==> config.mk <==
export PLATFORM = sky130hd
export DESIGN_NAME = rep_lane_link
export DESIGN_NICKNAME = d
export VERILOG_FILES = /design/src/rtl/rep_lane_pkg.sv /design/src/rtl/rep_lane_slot_seq.sv /design/src/rtl/rep_lane_tx.sv /design/src/rtl/rep_lane_rx.sv /design/src/rtl/rep_lane_link.sv
export SDC_FILE = /design/constraint.sdc
export NUM_CORES = 1
export LEC_CHECK = 0
export ABC_AREA = 0
export BUFFER_PORTS_ARGS = -buffer_cell sky130_fd_sc_hd__clkbuf_2
export CORE_MARGIN = 2
export CORE_UTILIZATION = 55
export DETAILED_ROUTE_END_ITERATION = 12
export PLACE_DENSITY = 0.81
export SYNTH_ARGS = -nofsm -noshare
export SYNTH_HDL_FRONTEND = slang
export SYNTH_SLANG_ARGS = --single-unit
==> constraint.sdc <==
create_clock -name clk -period 1.95 [get_ports clk]
set_clock_uncertainty 0.05 [all_clocks]
set_input_delay 0.2925 -clock clk [delete_from_list [all_inputs] [get_ports clk]]
set_output_delay 0.2925 -clock clk [all_outputs]
set_load 0.01 [all_outputs]
==> src/rtl/rep_lane_pkg.sv <==
package rep_lane_pkg;

    parameter int WORD_W    = 8;
    parameter int BURST_LEN = 8;
    parameter int ZLOG_W    = 2;

    localparam int ZLOG_MAX = (1 << ZLOG_W) - 1;
    localparam int Z_MAX    = 1 << ZLOG_MAX;
    localparam int SMP_W    = (ZLOG_MAX > 0) ? ZLOG_MAX : 1;
    localparam int BIT_W    = (WORD_W > 1) ? $clog2(WORD_W) : 1;
    localparam int WRD_W    = (BURST_LEN > 1) ? $clog2(BURST_LEN) : 1;
    localparam int SPAN_W   = $clog2(BURST_LEN * WORD_W * Z_MAX) + 1;

    typedef logic [ZLOG_W-1:0] zlog_t;
    typedef logic [WORD_W-1:0] word_t;

    typedef struct packed {
        logic [WRD_W-1:0] wrd;
        logic [BIT_W-1:0] bitn;
        logic [SMP_W-1:0] smp;
    } slot_pos_t;

    typedef struct packed {
        logic  vld;
        word_t data;
    } rx_word_t;

    typedef enum logic [1:0] {
        TX_HOLD,
        TX_SHIFT,
        TX_LOAD,
        TX_CLEAR
    } tx_act_e;

    localparam logic [BIT_W-1:0] LAST_BIT = BIT_W'(WORD_W - 1);
    localparam logic [WRD_W-1:0] LAST_WRD = WRD_W'(BURST_LEN - 1);

    function automatic logic [SMP_W-1:0] last_smp(zlog_t zl);
        return SMP_W'((32'd1 << zl) - 32'd1);
    endfunction

    function automatic logic [SMP_W-1:0] centre_smp(zlog_t zl);
        return SMP_W'((32'd1 << zl) >> 1);
    endfunction

endpackage

==> src/rtl/rep_lane_slot_seq.sv <==
module rep_lane_slot_seq
    import rep_lane_pkg::*;
(
    input  logic      clk,
    input  logic      rst,
    input  logic      start,
    input  zlog_t     zlog_in,
    output logic      active,
    output slot_pos_t pos,
    output zlog_t     zlog,
    output logic      grp_end,
    output logic      bit_end,
    output logic      burst_end
);

    always_comb begin
        grp_end   = active && (pos.smp == last_smp(zlog));
        bit_end   = grp_end && (pos.bitn == LAST_BIT);
        burst_end = bit_end && (pos.wrd == LAST_WRD);
    end

    always_ff @(posedge clk) begin
        if (rst) begin
            active <= 1'b0;
            pos    <= '0;
            zlog   <= '0;
        end else if (!active) begin
            if (start) begin
                active <= 1'b1;
                pos    <= '0;
                zlog   <= zlog_in;
            end
        end else if (burst_end) begin
            active <= 1'b0;
            pos    <= '0;
        end else if (bit_end) begin
            pos.smp  <= '0;
            pos.bitn <= '0;
            pos.wrd  <= pos.wrd + 1'b1;
        end else if (grp_end) begin
            pos.smp  <= '0;
            pos.bitn <= pos.bitn + 1'b1;
        end else begin
            pos.smp <= pos.smp + 1'b1;
        end
    end

endmodule

==> src/rtl/rep_lane_tx.sv <==
module rep_lane_tx
    import rep_lane_pkg::*;
(
    input  logic  clk,
    input  logic  rst,
    input  logic  go,
    input  zlog_t zlog_in,
    input  word_t word_in,
    input  logic  word_vld,
    output logic  busy,
    output logic  launch,
    output logic  lane
);

    slot_pos_t pos;
    zlog_t     zlog;
    logic      grp_end, bit_end, burst_end;
    word_t     shreg;
    word_t     fresh;
    tx_act_e   act;

    rep_lane_slot_seq u_seq (
        .clk       (clk),
        .rst       (rst),
        .start     (go),
        .zlog_in   (zlog_in),
        .active    (busy),
        .pos       (pos),
        .zlog      (zlog),
        .grp_end   (grp_end),
        .bit_end   (bit_end),
        .burst_end (burst_end)
    );

    always_comb begin
        launch = go && !busy;
        fresh  = word_vld ? word_in : '0;
        if (launch)                   act = TX_LOAD;
        else if (burst_end)           act = TX_CLEAR;
        else if (bit_end)             act = TX_LOAD;
        else if (grp_end)             act = TX_SHIFT;
        else                          act = TX_HOLD;
    end

    always_ff @(posedge clk) begin
        if (rst) begin
            shreg <= '0;
        end else begin
            unique case (act)
                TX_LOAD:  shreg <= fresh;
                TX_SHIFT: shreg <= {shreg[WORD_W-2:0], 1'b0};
                TX_CLEAR: shreg <= '0;
                default:  shreg <= shreg;
            endcase
        end
    end

    assign lane = busy && shreg[WORD_W-1];

endmodule

==> src/rtl/rep_lane_rx.sv <==
module rep_lane_rx
    import rep_lane_pkg::*;
(
    input  logic     clk,
    input  logic     rst,
    input  logic     start,
    input  zlog_t    zlog_in,
    input  logic     lane_in,
    output rx_word_t out
);

    logic      active;
    slot_pos_t pos;
    zlog_t     zlog;
    logic      grp_end, bit_end, burst_end;
    logic      take;
    word_t     acc;
    word_t     acc_nxt;

    rep_lane_slot_seq u_seq (
        .clk       (clk),
        .rst       (rst),
        .start     (start),
        .zlog_in   (zlog_in),
        .active    (active),
        .pos       (pos),
        .zlog      (zlog),
        .grp_end   (grp_end),
        .bit_end   (bit_end),
        .burst_end (burst_end)
    );

    always_comb begin
        take    = active && (pos.smp == centre_smp(zlog));
        acc_nxt = {acc[WORD_W-2:0], lane_in};
    end

    always_ff @(posedge clk) begin
        if (rst) begin
            acc      <= '0;
            out.vld  <= 1'b0;
            out.data <= '0;
        end else begin
            out.vld <= 1'b0;
            if (take) begin
                acc <= acc_nxt;
                if (pos.bitn == LAST_BIT) begin
                    out.data <= acc_nxt;
                    out.vld  <= 1'b1;
                end
            end
        end
    end

endmodule

==> src/rtl/rep_lane_link.sv <==
module rep_lane_link
    import rep_lane_pkg::*;
(
    input  logic              clk,
    input  logic              rst,
    input  logic              burst_go,
    input  logic [ZLOG_W-1:0] rate_log2,
    input  logic [WORD_W-1:0] word_in,
    input  logic              word_valid,
    output logic              lane_out,
    input  logic              lane_in,
    output logic [WORD_W-1:0] rec_word,
    output logic              rec_valid,
    output logic              busy
);

    logic     launch;
    rx_word_t rx_out;

    rep_lane_tx u_tx (
        .clk      (clk),
        .rst      (rst),
        .go       (burst_go),
        .zlog_in  (rate_log2),
        .word_in  (word_in),
        .word_vld (word_valid),
        .busy     (busy),
        .launch   (launch),
        .lane     (lane_out)
    );

    rep_lane_rx u_rx (
        .clk     (clk),
        .rst     (rst),
        .start   (launch),
        .zlog_in (rate_log2),
        .lane_in (lane_in),
        .out     (rx_out)
    );

    assign rec_word  = rx_out.data;
    assign rec_valid = rx_out.vld;

endmodule

# == After elaboration in Yosys (flattened, before gate mapping) ==
# Index checks and enable logic that the tools add are counted.
# Widths: inputs -> output; s select.
# classes
n_addsub,8
mul,0
div_mod_pow,0
n_lt_le_gt_ge,0
n_eq_ne,14
shifts,2
muxes,27
bitwise_logic,3
reduce_logical,21
# op_table
op,n
$mux 9,7
$pmux 8 s3,1
$add 3x1->3 const B,6
$mux 3,6
$reduce_and 2->1,7
$eq 3x3->1 const B,4
$mux 6,2
$eq 3x3->1,3
$logic_and 1x1->1,9
$mux 8,1
$ne 4x1->1 const B,2
$mux 1,7
$mux 2,3
$ne 3x1->1 const B,2
$sub 3x1->3 const B,2
$eq 2x2->1 const B,2
$reduce_bool 2->1,2
$shl 1x2->4 const A,1
$not 1->1,3
$reduce_bool 3->1,1
$shl 1x2->3 const A,1
$eq 2x1->1 const B,1
$reduce_or 2->1,1
$logic_not 1->1,1
# word_totals
ff_bits,48
latchBits,0
mem_bits_rw,0
mem_bits_ro,0
in_bits,15
out_inout_bits,11
wordCells,89
n_memories,0

# == Logic depth before layout (Yosys ltp) ==
# depth
ltp_word,10
mapped_depth,7
mapped_depth_nobuf,6

# == Modules after synthesis ==
# From an unflattened synthesis, not the netlist that was laid out.
# unflattened
hier_cells,244
area_unflattened_um2,2492.4
# by_module_without_submodules
mod,n_inst,cells_each,area_per_inst_um2,seq_area_each_um2
rep_lane_slot_seq,2,64,666.9,240.2
rep_lane_rx,1,67,711.9,320.3
rep_lane_tx,1,49,446.7,160.2

# == Worst setup path before layout ==
# Ideal clock, no wire load.
# synth_path
path_kind,register to register
start,reg u_rx.u_seq.pos[2] (netlist name)
end,reg u_rx.u_seq.pos[6] (netlist name)
setup_ps,121
arrival_time_ps,1534
t_required_ps,1779
path_slack_ps,245
path_stages_with_launch,6
path_buffers,1
period_less_slack_ps,1705
cell_sequence,dfxtp_1 > buf_6 > nor4b_4 > a311oi_2 > or3b_4 > mux2_4
# synth_via
elab_chain_cells,6
word_cells_on_any_way,8
cone_classes,2 x eq/ne; 2 x mux; 4 x reduce/logical
# synth_lines
item,line,rtl
$eq 3x3->1 *,rep_lane_slot_seq.sv:17,grp_end = active && (pos.smp == last_smp(zlog));
$logic_and 1x1->1 *,rep_lane_slot_seq.sv:17,
$logic_and 1x1->1 *,rep_lane_slot_seq.sv:18,bit_end = grp_end && (pos.bitn == LAST_BIT);
$logic_and 1x1->1,rep_lane_slot_seq.sv:19,burst_end = bit_end && (pos.wrd == LAST_WRD);
$ne 3x1->1 (no source line) or $mux 9 (tied branches),n/a,
$reduce_and 2->1 (no source line) or $mux 9 (tied branches),n/a,
# Every way passes the cells marked *; elsewhere a longest branch is shown, timed or not.
# A chain may end at the register's enable or synchronous reset.

# == Final worst setup path ==
# layout_path
start,reg u_rx.u_seq.pos[1] (netlist name)
end,reg u_rx.acc[6]
# layout_via
elab_chain_cells,2
# layout_lines
item,line,rtl
$eq 3x3->1,rep_lane_rx.sv:34,take = active && (pos.smp == centre_smp(zlog));
$logic_and 1x1->1,rep_lane_rx.sv:34,
"end signal, assigned",rep_lane_rx.sv:46,acc <= acc_nxt;
"end, declared",rep_lane_rx.sv:17,word_t acc;
# Every way passes these cells.

==> impl_results.md <==
- Synth Instances: 263
- PD cells: 686 mW/mm2
- CTS root buffer: clkbuf_8
- Leak: 1.10 nW
- RSZ-0062 raised after global routing: no
- Vias per cell: 5.71
- Sw Pwr: 0.000482 W
- Clock Power Share: 0.329
- Final setup viols: 0
- Clock Path Buffers: 2
- Worst EP arrival: 2.04 ns
- Pre-CTS setup slack: 0.130 ns
- Post-synthesis cell type count: 48
- Multi-input logic area: 0.00125 mm2
- Largest net degree at the start of global routing: 22
- Layout cells sized above 1: 0.177
- Yosys top cell area share: 0.409
- Detailed placer's ending HPWL: 3360 um
- Mean post-synth cell area: 8.93 um2
- CTS Hold Bufs: 0
- Clock sinks: 48
- Slowest stage delay, CP: 0.54 ns
- Syn_nets: 288
- Reg-to-reg slack, setup: 0.1 ns
- Final Non-Filler Cells: 343
- Reg-to-Reg End: u_rx.acc[6]
- Status: finished clean
- CP Capture Type: flip-flop
- Top-Level Pins: 26
- First-pass DRT Iterations: 4
- Worst Tran Pin Value: 0.545 ns
- Final Wtd Congestion: 0.886
- H-tree level count: 2
- WP data required: 2.14 ns
- VDD IR-drop max: 0.000569 V
- Placed Cells: 335
- Max Clock Freq: 0.540 GHz
- Final setup TNS: 0 ns
- Post-CTS setup buffers: 0
- Predominant post-synthesis flop cell: dfxtp_1
- # diodes: 0
- CTS clock-pin slew for the worst setup and hold paths: 0.09 ns
- Row cnt: 23
- GRT Resource Usage Total: 0.201
- R2R cell count: 4
- Detailed Route WL: 4700 um
- EDFF count, synth: 0
- CTS Buf Count: 5
- Critical Path End: u_rx.acc[6]
- Vias: 1960
- Die Width: 69.4 um
- Cell taking the most area after synthesis: dfxtp_1
- FF-to-FF Start: u_rx.u_seq.pos[1]
- Tcrit/Tclk final: 0.949
- CP top delay family: compound AO/OA/AOI/OAI gates
- Clock Latency Late Sink: 0.31 ns
- Post-Route Utilization: 0.652
- Number of cells on the critical path: 4
- #FFs+latches synth: 48
- Antenna violations before repair: 0
- CP bufs+invs: 0
- Crit path from: u_rx.u_seq.pos[1]
- Die height: 69.4 um
- Total congestion overflow: 0
- Design area: 0.00264 mm2
- Fraction of registers with async set/reset: 0
- Power share of the sequential group: 0.565
- Crit path max fanout: 9
- Total of max-cap violations: 0
- Comb pwr share: 0.107
- Crit-path cells: or3b_1, a21oi_1, o211a_1, mux2i_1
- Die ar.: 0.00481 mm2
- Worst setup SP type: flip-flop
- Top area cells in the synthesized netlist: dfxtp_1 (41%), mux2i_1 (6.8%), nand2_1 (5.8%)
- Initial detailed-routing violation count: 130
- Core area: 0.00406 mm2
- I/O Buffers: 25
- Yosys warning count: 0
- # DRC: 0
- Worst min-delay path class: primary input to flip-flop
- Area after DPL: 0.00255 mm2
- Net Sw Frac: 0.266
- Final worst slack: 0.0988 ns
- Post-layout min period: 1.85 ns
- First-pass GRT wire length: 7910 um
- Max stage delay cell, worst path: dfxtp_1
- Nets: 317
- Starting Density: 0.579
- Mapped Area: 0.00235 mm2
- Avg WL per Cell: 13.7 um
- CTS tree: done
- Register area share after synthesis: 0.409
- Final Max Slew Viols: 0
- FF+latch area: 961 um2
- Vias in the first global route: 1803
- FILL cells: 344
- Final ANT Viol Nets: 0
- Int Pwr: 0.00133 W
- Final Hold Viols: 0
- Slew headroom: 0.636
- Crit Path Class: flip-flop to flip-flop
- Area grow syn2layout: 12.5%
## sequential cells by signal (all words and copies together), names as in the netlist
signal	flops
u_tx.shreg	8
u_tx.u_seq.zlog	2
u_rx.out	9
u_rx.acc	7
u_tx.u_seq.pos	9
u_rx.u_seq.zlog	2
u_tx.u_seq.active	1
u_rx.u_seq.active	1
u_rx.u_seq.pos	9
## area by class of cell
type                    instances  share of cell area
multi-input cells             181               0.473
repair buffers                 36              0.0786
clock inverters                 3             0.00710
clock buffers                   5              0.0260
well taps                      50              0.0237
flip-flops and latches         48               0.363
inverters                      20              0.0284
## worst register-to-register path, stage by stage, from the launching register on
cell and delay (ns):
dfxtp_1 0.54, or3b_1 0.38, a21oi_1 0.18, o211a_1 0.40, mux2i_1 0.23
## power groups by stage
stage | logic, W | registers (W) | clock network (W)
floorplan | 0.000131 | 0.00104 | 0
global placement | 0.000188 | 0.00105 | 0
detailed placement | 0.000191 | 0.00105 | 0
CTS | 0.000192 | 0.00102 | 0.000608
global route | 0.000215 | 0.00103 | 0.000643
finish | 0.000193 | 0.00102 | 0.000597
## through the flow
step	hold slack (ns)	power, W
after CTS	0.153	0.00182
after floorplan	0.358	0.00117
after global placement	0.396	0.00123
after detailed placement	0.404	0.00124
final	0.153	0.00181
after global routing	0.171	0.00189
## metal layers
metal / vias to the layer above / routed length (um) / GRT usage
met5: - / 0 / 0
met4: 0 / 97 / 0.0937
met3: 10 / 175 / 0.0378
met2: 41 / 2240 / 0.335
met1: 898 / 2190 / 0.252
li1: 1011 / - / -
## timing repair
item,in CTS,in global routing
endpoints found under the hold margin,0,0
resized for setup,0,1
setup endpoints to repair,0,4
## layout by cell type (no fill, tap or decap), types with 6 or more instances in the layout
cell      instances
o221ai_1          8
dfxtp_1          48
nand4_1           6
nand2_1          36
a31oi_1           9
mux2i_1          16
a21oi_1          10
nor3_1            7
inv_1            19
clkbuf_2         25
nor2_1           17
buf_4            11
ha_1             10
## cell families (layout without fill, tap and decap cells)
logic type | after synthesis | in the layout | synth area share
AOI/OAI and AO/OA | 56 | 56 | 0.177
xor gates and xnor gates | 2 | 2 | 0.00746
adders and majority gates | 10 | 10 | 0.0532
buffers and inverters | 34 | 64 | 0.0607
DFF | 48 | 48 | 0.409
muxes | 18 | 18 | 0.0809
and+or+nand+nor | 95 | 95 | 0.211
## synthesized netlist by cell type, drive strengths merged, types with 2 or more instances
master / number
and2: 3
and3: 4
ha: 10
nand4: 6
mux2i: 16
or3b: 2
clkbuf: 9
o2111ai: 5
nand3b: 3
nor3b: 5
a311oi: 2
o32ai: 2
dfxtp: 48
nand2: 36
o21ai: 5
a32o: 2
a31oi: 9
nor4: 2
mux2: 2
nor2b: 4
xnor2: 2
a22o: 2
a21oi: 10
o221ai: 8
a211o: 2
inv: 20
a41oi: 2
a22oi: 2
nor3: 7
nand2b: 2
buf: 5
nor2: 17
## how the worst min path moves through the flow
stage	from	endpoint	depth (start not counted)
2_1_floorplan	word_in[1]	u_tx.shreg[1]	2
3_3_place_gp	u_rx.out[0]	u_rx.out[0]	2
3_5_place_dp	u_rx.out[0]	u_rx.out[0]	2
4_1_cts	word_in[6]	u_tx.shreg[6]	3
5_1_grt	word_in[6]	u_tx.shreg[6]	3
6_report	word_in[6]	u_tx.shreg[6]	3
(Power assumes the default switching activity.)
